File: src/rtl/timer_bank_pkg.sv
package timer_bank_pkg;

  // Mode bit positions
  localparam int MB_ZRET = 6;   // return count to zero on fire
  localparam int MB_CUE  = 7;   // count up on tick
  localparam int MB_CMPE = 8;   // compare enable (arms the timer)
  localparam int MB_OVFE = 9;   // overflow enable (arms the timer)
  localparam int MB_OVFF = 11;  // overflow flag

  // In-timer register offsets
  localparam int OFS_COUNT = 'h000;
  localparam int OFS_MODE  = 'h010;
  localparam int OFS_COMP  = 'h020;
  localparam int OFS_HOLD  = 'h030;

  typedef enum logic [2:0] {
    RK_COUNT,
    RK_MODE,
    RK_COMP,
    RK_HOLD,
    RK_NONE
  } reg_kind_e;

endpackage

File: src/rtl/timer_bank_decode.sv
module timer_bank_decode
  import timer_bank_pkg::*;
#(
  parameter int ADDR_W      = 13,
  parameter int NUM_TIMERS  = 4,
  parameter int HOLD_TIMERS = 2
) (
  input  logic [ADDR_W-1:0]                     addr_i,
  input  logic                                  wr_en_i,
  input  logic                                  rd_en_i,
  output logic [$clog2(NUM_TIMERS)-1:0]         idx_o,
  output reg_kind_e                             kind_o,
  output logic [NUM_TIMERS-1:0]                 wr_cnt_o,
  output logic [NUM_TIMERS-1:0]                 wr_mode_o,
  output logic [NUM_TIMERS-1:0]                 wr_comp_o,
  output logic [NUM_TIMERS-1:0]                 wr_hold_o,
  output logic                                  hold_fault_o
);

  localparam int IDX_W = $clog2(NUM_TIMERS);
  localparam int OFS_W = ADDR_W - IDX_W;

  logic [OFS_W-1:0] ofs;

  always_comb begin
    ofs   = addr_i[OFS_W-1:0];
    idx_o = addr_i[ADDR_W-1:OFS_W];
    case (ofs)
      OFS_W'(OFS_COUNT): kind_o = RK_COUNT;
      OFS_W'(OFS_MODE):  kind_o = RK_MODE;
      OFS_W'(OFS_COMP):  kind_o = RK_COMP;
      OFS_W'(OFS_HOLD):  kind_o = RK_HOLD;
      default:           kind_o = RK_NONE;
    endcase
  end

  // A hold access to a timer without a hold register is a fault
  assign hold_fault_o = (wr_en_i | rd_en_i) && (kind_o == RK_HOLD) &&
                        (32'(idx_o) >= HOLD_TIMERS);

  for (genvar i = 0; i < NUM_TIMERS; i++) begin : g_strobe
    logic hit;
    assign hit          = wr_en_i && (idx_o == IDX_W'(i));
    assign wr_cnt_o[i]  = hit && (kind_o == RK_COUNT);
    assign wr_mode_o[i] = hit && (kind_o == RK_MODE);
    assign wr_comp_o[i] = hit && (kind_o == RK_COMP);
    if (i < HOLD_TIMERS) begin : g_has_hold
      assign wr_hold_o[i] = hit && (kind_o == RK_HOLD);
    end else begin : g_no_hold
      assign wr_hold_o[i] = 1'b0;
    end
  end

  // at most one register of the bank receives a write strobe
  always_comb begin
    a_one_write_r2: assert ($countones({wr_cnt_o, wr_mode_o, wr_comp_o, wr_hold_o}) <= 1)
      else $error("more than one register strobed for a single write");
  end

endmodule

File: src/rtl/timer_bank_chan.sv
module timer_bank_chan
  import timer_bank_pkg::*;
#(
  parameter int DATA_W   = 32,
  parameter bit ONESHOT  = 1'b0,
  parameter bit HAS_HOLD = 1'b1
) (
  input  logic              clk,
  input  logic              rst,
  input  logic              tick_i,
  input  logic [DATA_W-1:0] wdata_i,
  input  logic              wr_cnt_i,
  input  logic              wr_mode_i,
  input  logic              wr_comp_i,
  input  logic              wr_hold_i,
  output logic [DATA_W-1:0] count_o,
  output logic [DATA_W-1:0] mode_o,
  output logic [DATA_W-1:0] comp_o,
  output logic [DATA_W-1:0] hold_o,
  output logic              irq_o
);

  logic [DATA_W-1:0] count_q, mode_q, comp_q;
  logic              irq_q;
  logic              armed, fire;

  assign armed = mode_q[MB_CMPE] | mode_q[MB_OVFE];
  assign fire  = tick_i & armed;

  // Count: a software write beats the zero return, which beats the increment
  always_ff @(posedge clk) begin
    if (rst)                        count_q <= '0;
    else if (wr_cnt_i)              count_q <= wdata_i;
    else if (fire && mode_q[MB_ZRET]) count_q <= '0;
    else if (tick_i && mode_q[MB_CUE]) count_q <= count_q + 1'b1;
  end

  // Mode: a software write beats the one-shot disarm
  always_ff @(posedge clk) begin
    if (rst) begin
      mode_q <= '0;
    end else if (wr_mode_i) begin
      mode_q <= wdata_i;
    end else if (ONESHOT && fire) begin
      mode_q[MB_CMPE] <= 1'b0;
      mode_q[MB_OVFF] <= 1'b0;
    end
  end

  always_ff @(posedge clk) begin
    if (rst)            comp_q <= '0;
    else if (wr_comp_i) comp_q <= wdata_i;
  end

  always_ff @(posedge clk) begin
    if (rst) irq_q <= 1'b0;
    else     irq_q <= fire;
  end

  if (HAS_HOLD) begin : g_hold
    logic [DATA_W-1:0] hold_q;
    always_ff @(posedge clk) begin
      if (rst)            hold_q <= '0;
      else if (wr_hold_i) hold_q <= wdata_i;
    end
    assign hold_o = hold_q;
  end else begin : g_nohold
    logic unused_hold_wr;
    assign unused_hold_wr = wr_hold_i;
    assign hold_o = '0;
  end

  assign count_o = count_q;
  assign mode_o  = mode_q;
  assign comp_o  = comp_q;
  assign irq_o   = irq_q;

  // a tick on an enabled, non-firing timer advances the count by one
  p_count_step_r3: assert property (@(posedge clk) disable iff (rst)
    (tick_i && mode_q[MB_CUE] && !armed && !wr_cnt_i) |=> (count_q == $past(count_q) + 1'b1))
    else $error("count did not advance on tick");

  // without tick or write the count is stable
  p_count_idle_r3: assert property (@(posedge clk) disable iff (rst)
    (!tick_i && !wr_cnt_i) |=> $stable(count_q))
    else $error("count moved without a tick");

  // an armed timer with zero return lands on zero
  p_zero_return_r4: assert property (@(posedge clk) disable iff (rst)
    (tick_i && armed && mode_q[MB_ZRET] && !wr_cnt_i) |=> (count_q == '0))
    else $error("zero return failed");

  // the request follows a firing tick, and only that
  p_irq_follows_r4: assert property (@(posedge clk) disable iff (rst)
    (tick_i && armed) |=> irq_q)
    else $error("irq missing after firing tick");
  p_irq_cause_r4: assert property (@(posedge clk) disable iff (rst)
    !(tick_i && armed) |=> !irq_q)
    else $error("irq without firing tick");

  // a count write always wins
  p_count_write_r7: assert property (@(posedge clk) disable iff (rst)
    wr_cnt_i |=> (count_q == $past(wdata_i)))
    else $error("count write lost");

  if (ONESHOT) begin : g_os_chk
    // a one-shot timer disarms itself after firing
    p_oneshot_r5: assert property (@(posedge clk) disable iff (rst)
      (fire && !wr_mode_i) |=> (!mode_q[MB_CMPE] && !mode_q[MB_OVFF] &&
                               mode_q[MB_OVFE] == $past(mode_q[MB_OVFE])))
      else $error("one-shot disarm wrong");
  end else begin : g_rep_chk
    // a repeating timer keeps its mode
    p_repeat_r5: assert property (@(posedge clk) disable iff (rst)
      !wr_mode_i |=> $stable(mode_q))
      else $error("repeating timer changed its mode");
  end

endmodule

File: src/rtl/timer_bank.sv
module timer_bank
  import timer_bank_pkg::*;
#(
  parameter int ADDR_W        = 13,
  parameter int DATA_W        = 32,
  parameter int NUM_TIMERS    = 4,
  parameter int HOLD_TIMERS   = 2,
  parameter int ONESHOT_FIRST = 1
) (
  input  logic                  clk,
  input  logic                  rst,
  input  logic [ADDR_W-1:0]     addr_i,
  input  logic                  wr_en_i,
  input  logic                  rd_en_i,
  input  logic [DATA_W-1:0]     wdata_i,
  input  logic                  tick_i,
  output logic [DATA_W-1:0]     rdata_o,
  output logic                  err_o,
  output logic [NUM_TIMERS-1:0] irq_o
);

  localparam int IDX_W = $clog2(NUM_TIMERS);
  localparam int OFS_W = ADDR_W - IDX_W;

  logic [IDX_W-1:0]      idx;
  reg_kind_e             kind;
  logic [NUM_TIMERS-1:0] wr_cnt, wr_mode, wr_comp, wr_hold;
  logic                  hold_fault;

  logic [DATA_W-1:0] cnt_a  [NUM_TIMERS];
  logic [DATA_W-1:0] mode_a [NUM_TIMERS];
  logic [DATA_W-1:0] comp_a [NUM_TIMERS];
  logic [DATA_W-1:0] hold_a [NUM_TIMERS];

  logic [DATA_W-1:0] rd_mux, rdata_q;
  logic              err_q;

  timer_bank_decode #(
    .ADDR_W      (ADDR_W),
    .NUM_TIMERS  (NUM_TIMERS),
    .HOLD_TIMERS (HOLD_TIMERS)
  ) u_decode (
    .addr_i       (addr_i),
    .wr_en_i      (wr_en_i),
    .rd_en_i      (rd_en_i),
    .idx_o        (idx),
    .kind_o       (kind),
    .wr_cnt_o     (wr_cnt),
    .wr_mode_o    (wr_mode),
    .wr_comp_o    (wr_comp),
    .wr_hold_o    (wr_hold),
    .hold_fault_o (hold_fault)
  );

  for (genvar i = 0; i < NUM_TIMERS; i++) begin : g_chan
    timer_bank_chan #(
      .DATA_W   (DATA_W),
      .ONESHOT  (i >= ONESHOT_FIRST),
      .HAS_HOLD (i < HOLD_TIMERS)
    ) u_chan (
      .clk       (clk),
      .rst       (rst),
      .tick_i    (tick_i),
      .wdata_i   (wdata_i),
      .wr_cnt_i  (wr_cnt[i]),
      .wr_mode_i (wr_mode[i]),
      .wr_comp_i (wr_comp[i]),
      .wr_hold_i (wr_hold[i]),
      .count_o   (cnt_a[i]),
      .mode_o    (mode_a[i]),
      .comp_o    (comp_a[i]),
      .hold_o    (hold_a[i]),
      .irq_o     (irq_o[i])
    );
  end

  always_comb begin
    case (kind)
      RK_COUNT: rd_mux = cnt_a[idx];
      RK_MODE:  rd_mux = mode_a[idx];
      RK_COMP:  rd_mux = comp_a[idx];
      RK_HOLD:  rd_mux = hold_a[idx];
      default:  rd_mux = '0;
    endcase
  end

  always_ff @(posedge clk) begin
    if (rst)          rdata_q <= '0;
    else if (rd_en_i) rdata_q <= rd_mux;
  end

  always_ff @(posedge clk) begin
    if (rst) err_q <= 1'b0;
    else     err_q <= hold_fault;
  end

  assign rdata_o = rdata_q;
  assign err_o   = err_q;

  // read data only changes after a read strobe
  p_rdata_hold_r2: assert property (@(posedge clk) disable iff (rst)
    !rd_en_i |=> $stable(rdata_o))
    else $error("read data changed without a read");

  // an access to a missing hold register raises the error strobe
  p_hold_err_r6: assert property (@(posedge clk) disable iff (rst)
    ((wr_en_i || rd_en_i) && addr_i[OFS_W-1:0] == OFS_W'(OFS_HOLD) &&
     32'(addr_i[ADDR_W-1:OFS_W]) >= HOLD_TIMERS) |=> err_o)
    else $error("missing hold access not flagged");

  // no access, no error
  p_no_err_r6: assert property (@(posedge clk) disable iff (rst)
    !(wr_en_i || rd_en_i) |=> !err_o)
    else $error("spurious error strobe");

endmodule

File: config.mk
export PLATFORM = sky130hd
export DESIGN_NAME = timer_bank
export DESIGN_NICKNAME = d
export VERILOG_FILES = /design/src/rtl/timer_bank_pkg.sv /design/src/rtl/timer_bank_decode.sv /design/src/rtl/timer_bank_chan.sv /design/src/rtl/timer_bank.sv
export SDC_FILE = /design/constraint.sdc
export NUM_CORES = 1
export LEC_CHECK = 0
export ABC_AREA = 1
export BUFFER_PORTS_ARGS = -buffer_cell sky130_fd_sc_hd__buf_2
export CAP_MARGIN = 40
export CORE_ASPECT_RATIO = 1.1
export CORE_MARGIN = 2
export CORE_UTILIZATION = 30
export CTS_BUF_LIST = sky130_fd_sc_hd__clkbuf_16
export CTS_CLUSTER_DIAMETER = 100
export DETAILED_ROUTE_END_ITERATION = 6
export GPL_ROUTABILITY_DRIVEN = 0
export MAX_ROUTING_LAYER = met4
export PLACE_DENSITY_LB_ADDON = 0.25
export SKIP_LAST_GASP = 1
export SLEW_MARGIN = 10
export SYNTH_ARGS = -nofsm -noshare
export SYNTH_HDL_FRONTEND = slang
export SYNTH_SLANG_ARGS = --single-unit
File: constraint.sdc
create_clock -name clk -period 3 [get_ports clk]
set_input_delay 0.45 -clock clk [delete_from_list [all_inputs] [get_ports clk]]
set_output_delay 0.45 -clock clk [all_outputs]
set_load 0.03 [all_outputs]
# Word-level counts from Yosys, hierarchy flattened
# Index checks and enable logic that the tools add are counted.
[totals] reg_bits=485 inputBits=50 out_inout_bits=37 wordCells=121
[classes] add_sub_neg=4 order_cmp=2 n_eq_ne=9 mux=35 n_bitwise=10 n_reduce_logical=38
[op_table] op="$mux W32" n=20
[op_table] op="$bmux W32 S2" n=4
[op_table] op="$add A32 B1 Y32 const B" n=4
[op_table] op="$pmux W32 S4" n=1
[op_table] op="$logic_and A1 B1 Y1" n=28
[op_table] op="$eq A11 B6 Y1 const B" n=2
[op_table] op="$pmux W3 S4" n=1
[op_table] op="$reduce_bool A3 Y1" n=4
[op_table] op="$eq A11 B5 Y1 const B" n=1
[op_table] op="$logic_not A11 Y1" n=1
[op_table] op="$mux W1" n=9
[op_table] op="$eq A3 B2 Y1 const B" n=2
[op_table] op="$reduce_bool A2 Y1" n=3
[op_table] op="$or A1 B1 Y1" n=5
[op_table] op="$and A1 B1 Y1" n=4
[op_table] op="$eq A2 B2 Y1 const B" n=2
[op_table] op="$eq A3 B1 Y1 const B" n=1
[op_table] op="$ge A3 B3 Y1 const B" n=1
[op_table] op="$logic_not A3 Y1" n=1
[op_table] op="$not A2 Y3" n=1
[op_table] op="$eq A2 B1 Y1 const B" n=1
[op_table] op="$ge A2 B2 Y1 const B" n=1
[op_table] op="$logic_not A2 Y1" n=1

# Longest topological paths before layout
[logic_depth] word_depth=5 ltp_mapped=13 depth_no_buf=10

# Cells and area by module
# From an unflattened synthesis, not the netlist that was laid out.
[hier_totals] cells_unflattened=5060 hier_area_um2=29508.3
[modules_own_cells] mod="timer_bank_chan (g_chan[2].u_chan ...)" instances=2 cells_each=744 area_per_inst_um2=4867.2 seq_area_each_um2=1941.9
[modules_own_cells] mod="timer_bank" instances=1 cells_each=1815 area_per_inst_um2=8084.0 seq_area_each_um2=660.6
[modules_own_cells] mod="timer_bank_chan (g_chan[1].u_chan)" instances=1 cells_each=849 area_per_inst_um2=5761.8 seq_area_each_um2=2582.5
[modules_own_cells] mod="timer_bank_chan (g_chan[0].u_chan)" instances=1 cells_each=859 area_per_inst_um2=5679.2 seq_area_each_um2=2582.5
[modules_own_cells] mod="timer_bank_decode" instances=1 cells_each=49 area_per_inst_um2=249.0 seq_area_each_um2=0.0

# Least setup slack after synthesis
# No wires, ideal clock.
[synth_path] path_type="input to register" startpoint="input port addr_i[11]" endpoint="register rdata_q[20], in the netlist rdata_o[20]" setup_ns=0.132 arrival_time_ns=1.724 required_time_ns=2.868 slack_ns=1.144 stages=13 cell_sequence="buf_4 -> inv_2 -> clkbuf_1 -> clkbuf_1 -> nand2_1 -> nand2_1 -> nand2_1 -> nand2_1 -> nor2_1 -> nor2_1 -> nand2_1 -> nand2_1 -> a21oi_1"
[synth_between] elab_chain_cells=5 elab_cells_between_ends=14 cone_classes="mux: 13; bitwise: 1"
[synth_rtl] item="start: declaration" line="timer_bank.sv:12" source="input logic [ADDR_W-1:0] addr_i,"
[synth_rtl] item="$not A2 Y3 (not written as such) (*)"
[synth_rtl] item="$bmux W32 S2, on equally long branches"
[synth_rtl] item="$mux W32, on equally long branches (2 in a row)"
[synth_rtl] item="$pmux W32 S4 (*)" line="timer_bank.sv:78" source="case (kind)"
[synth_rtl] item="end signal: assignment" line="timer_bank.sv:89" source="else if (rd_en_i) rdata_q <= rd_mux;"
[synth_rtl] item="end: declaration" line="timer_bank.sv:35" source="logic [DATA_W-1:0] rd_mux, rdata_q;"
# Every way passes the cells marked *; elsewhere a longest branch is shown, timed or not. The select of a mux whose other input is x is not followed.
# A chain may end at the register's enable or synchronous reset.

# Worst setup path in the final report
[layout_path] startpoint="register g_chan[2].u_chan.mode_q[8]" endpoint="register g_chan[2].u_chan.count_q[12]"
[layout_between] elab_chain_cells=5 elab_cells_between_ends=6 cone_classes="mux: 2; bitwise: 2; reduce/logical: 2"
[layout_rtl] item="start: declaration" line="timer_bank_chan.sv:23" source="logic [DATA_W-1:0] count_q, mode_q, comp_q;"
[layout_rtl] item="start signal: assignment" line="timer_bank_chan.sv:43" source="mode_q <= wdata_i;"
[layout_rtl] item="$or A1 B1 Y1 (*)" line="timer_bank_chan.sv:27" source="assign armed = mode_q[MB_CMPE] | mode_q[MB_OVFE];"
[layout_rtl] item="$and A1 B1 Y1 (*)" line="timer_bank_chan.sv:28" source="assign fire = tick_i & armed;"
[layout_rtl] item="$logic_and A1 B1 Y1 (*)" line="timer_bank_chan.sv:34" source="else if (fire && mode_q[MB_ZRET]) count_q <= '0;"
[layout_rtl] item="$mux W32" line="timer_bank_chan.sv:34"
[layout_rtl] item="$mux W32" line="timer_bank_chan.sv:33" source="else if (wr_cnt_i) count_q <= wdata_i;"
[layout_rtl] item="end signal: assignment" line="timer_bank_chan.sv:33"
[layout_rtl] item="end signal: assignment" line="timer_bank_chan.sv:35" source="else if (tick_i && mode_q[MB_CUE]) count_q <= count_q + 1'b1;"
[layout_rtl] item="end: declaration" line="timer_bank_chan.sv:23"
# Every way passes the cells marked *; elsewhere a longest branch is shown, timed or not.

==> summary by stage <==
Outcome
The run finished with clean final reports.

Detailed routing
The post-detailed-route wirelength per cell is 19.5 um. Summed over all layers, the routed wires come to 111,000 um. The detailed-routing iteration count for the pre-antenna-repair pass is 5. After the first detailed-routing iteration, the DRC count stood at 3,082. In the routed layout, each cell is associated on average with a via count of 5.09. In this run the remaining antenna-violating nets after routing total 0. The remaining routing DRC violations is 0.

The overall via count from detail_route is 29.0k.

Setup path
For the worst flop-to-flop path, the logic depth is 9. The worst setup path is captured at a flop. STA classifies the critical path startpoint as a flop. The category of the most critical setup path is reg2reg. The setup slack on the worst flop-to-flop path is 0.83 ns.

The endpoint of the most critical register-to-register path is g_chan[2].u_chan.count_o[12]$_SDFFE_PP0P_. Of all nets on the critical path, the largest fanout is 44. Data on the critical path is required at its endpoint by 3.54 ns.

The worst flop-to-flop path startpoint is g_chan[2].u_chan.mode_o[8]$_SDFFE_PP0P_. The data arrival at the endpoint of the critical path is 2.71 ns.

Pwr
The leakage power summed over all cells is 12.0 nW. The power per cell area is 461 nW/um^2. The design draws 0.0140 W. The worst supply voltage drop on vdd is 0.357 mV.

Global route
The first global-routing pass estimated 168,000 um of wire. In the global route stage, met1 resource usage came out at 0.315. The number of global-route vias before repair was 26.7k. The met2 track demand over resource in global routing is 0.381.

In the global route stage, met3 resource usage came out at 0.0247. The initial antenna violation count was 3. The global-route usage over all layers is 0.239. The layer with the highest usage is met2. The remaining global-route overflow is 0. The maximum number of pins on one net before global-route repair is 130.

Clocking
The root buffer cell is clkbuf_16. The number of H-tree levels is 2. The CTS tree is yes.

At the later pin of the worst-skew pair, clock insertion delay measures 0.64 ns. Clock tree synthesis inserted a total of 58 buffers. The post-cts resize count is 0. In this run, post-CTS hold repair placed 0 buffers. The clock passes through at most 3 buffers. Post-CTS timing repair inserted 0 buffers for setup. The clock drives 485 sinks. The clock transition at the registers of the reported paths is 0.06 ns.

Place
Including well taps, the total number of placed cells is 5,593. Input and output buffers added on the ports amount to 86. Before CTS, the worst setup slack after placement is 0.353 ns. Summed over all nets, the half-perimeter wirelength after detailed placement is 73,400 um.

STA
For this run, the top clock speed supported by timing is 0.461 GHz. The clock arrives with 0.0105 ns of skew. Setup violations remaining at the end of the flow were counted as 0. The routed design could run at a clock period as short as 2.17 ns. The final-report max-slew violation count is 0. Setup repair after global routing left no endpoint under its margin. The count of endpoints failing hold in the final timing report came to 0. The share of the clock period used by the worst path is 0.723.

For the final routed database, the setup TNS stands at 0 ns. For the pin with the worst max-slew slack, the measured transition is 0.841 ns. The smallest setup slack after layout is 0.832 ns. The worst-case headroom to the max-slew limit is 0.437.

Floorplan
The starting utilization of the core area is 0.303. 87 I/O pins were placed. The total die area is 93,100 um^2. The standard cell core area is 89,600 um^2. The floorplan row count is 115.

In this run the vertical extent of the chip is 320 um. From left edge to right edge, the die measures 291 um.

Layout
The library cell used most frequently in the layout, excluding fill and tap cells, is nand2_1. The finished layout holds 5,697 standard cells, fillers aside. The top cell types in the final layout, fill and taps aside, are nand2_1 (1,353), nand3_1 (573), nor2_1 (531). After the last flow step, the layout net total stands at 4,537. Of the cells placed in the final design, the portion with a size suffix greater than 1 is 0.0566. From synthesis to final layout, the design area changed by 11.8%. The fill cell instance count of the final layout is 9,985.

At the end of the flow the core is filled with cells to 0.339.

Synthesis
In this run, synthesis produced a sequential element count of 485. The synthesized net count is 4,635. Yosys attributes the largest share of cell area to dfxtp_1 (36%), nand2_1 (19%), nand3_1 (11%).

A synthesized cell averages 5.94 um^2. Counting distinct cell types in the post-synthesis netlist gives 29. The share of synthesized area in the top cell type comes to 0.357. Of the synthesized area, sequential elements account for 0.357. The cell count after synthesis is 4,581. The count of synthesis-stage warnings from yosys is 0.

The area of the mapped netlist is 27,200 um^2. The library cell occupying the most area in the post-synthesis netlist is dfxtp_1.

Job
Across the run, the number of max-cap violations was 0.

Worst hold path
The class of the most critical hold timing path is in2reg. The startpoint of the worst hold path is wdata_i[26]. The end point of the most critical hold path is g_chan[1].u_chan.comp_o[26]$_SDFFE_PP0P_.

The worst hold path cell count is 3.
## cells in the mapped netlist
cell type / count
a2111oi_0: 1
a21oi_1: 458
a31oi_1: 1
buf_1: 33
buf_2: 56
buf_4: 5
clkbuf_1: 221
clkbuf_2: 1
clkinv_1: 4
dfxtp_1: 485
ha_1: 4
inv_1: 428
inv_2: 7
nand2_1: 1354
nand3_1: 575
nand3_2: 2
nand4_1: 18
nor2_1: 532
nor2_2: 2
nor3_1: 5
nor3_4: 3
nor3b_1: 1
o211ai_1: 15
o21a_1: 1
o21ai_0: 350
o21ai_1: 1
o21bai_1: 1
o22ai_1: 5
xor2_1: 12
## registers in the layout (all words and copies together) (netlist names)
name / cells
g_chan.u_chan.count_o: 128
g_chan.u_chan.irq_o: 4
g_chan.u_chan.mode_o: 128
err_o: 1
g_chan.u_chan.hold_o: 64
rdata_o: 32
g_chan.u_chan.comp_o: 128
## kinds of logic (layout without fill, tap and decap cells)
logic type      Yosys count  count (layout)  synth area share
buf+inv                 755             698             0.108
other cells               0               3                 0
simple gates           2492            2492             0.374
compound gates          833             833             0.155
fa+ha+maj                 4               4           0.00184
xor+xnor                 12              12           0.00386
flops                   485             485             0.357
## critical path, cell delays in order (launching register included)
cell and delay [ns]:
dfxtp_1 0.34, o211ai_1 0.70, nand2_1 0.10, inv_1 0.08, nand2_1 0.26, buf_12 0.29
o21ai_0 0.15, inv_1 0.05, nand2_1 0.06, inv_1 0.03
## per-stage QoR
| stage | instance area [um^2] | hold WS, ns |
|---|---|---|
| 6_report | 30400 | 0.204 |
| 5_1_grt | 30400 | 0.213 |
| 4_1_cts | 30400 | 0.174 |
| 3_5_place_dp | 28700 | 0.434 |
| 3_3_place_gp | 28600 | 0.430 |
| 2_1_floorplan | 27200 | 0.424 |
## worst max-delay path by stage
stage,to,slack (ns),from,cells past startpoint
2_1_floorplan,rdata_o[20]$_SDFFE_PP0P_,1.14,addr_i[11],13
3_3_place_gp,g_chan[2].u_chan.count_o[14]$_SDFFE_PP0P_,0.37,addr_i[3],10
3_5_place_dp,g_chan[2].u_chan.count_o[14]$_SDFFE_PP0P_,0.35,addr_i[3],10
4_1_cts,g_chan[2].u_chan.count_o[12]$_SDFFE_PP0P_,0.81,g_chan[2].u_chan.mode_o[8]$_SDFFE_PP0P_,9
5_1_grt,g_chan[2].u_chan.count_o[7]$_SDFFE_PP0P_,0.59,g_chan[2].u_chan.mode_o[8]$_SDFFE_PP0P_,9
6_report,g_chan[2].u_chan.count_o[12]$_SDFFE_PP0P_,0.83,g_chan[2].u_chan.mode_o[8]$_SDFFE_PP0P_,9
## power by group
part           switching [W]  internal, W  total (W)
clock network        0.00303      0.00366    0.00670
registers        0.000000540      0.00644    0.00644
logic               0.000740     0.000146   0.000887
total                0.00377       0.0103     0.0140
## layer usage
metal / vias to the layer above / share of wire
met3: 168 / 0.062
li1: 14400 / -
met1: 13400 / 0.44
met2: 984 / 0.46
met4: 0 / 0.037
met5: - / 0
## area by class of cell
type                       instances  area (um^2)  area share
multi-input combinational       3341        14600       0.480
sequential                       485         9710       0.319
inverter                         439         1660      0.0547
tap                             1170         1460      0.0481
clock buffer                      58         1450      0.0477
timing repair buffer             158         1240      0.0409
clock inverter                    43          284     0.00934
antenna                            3         7.51    0.000247
(Power assumes the default switching activity.)
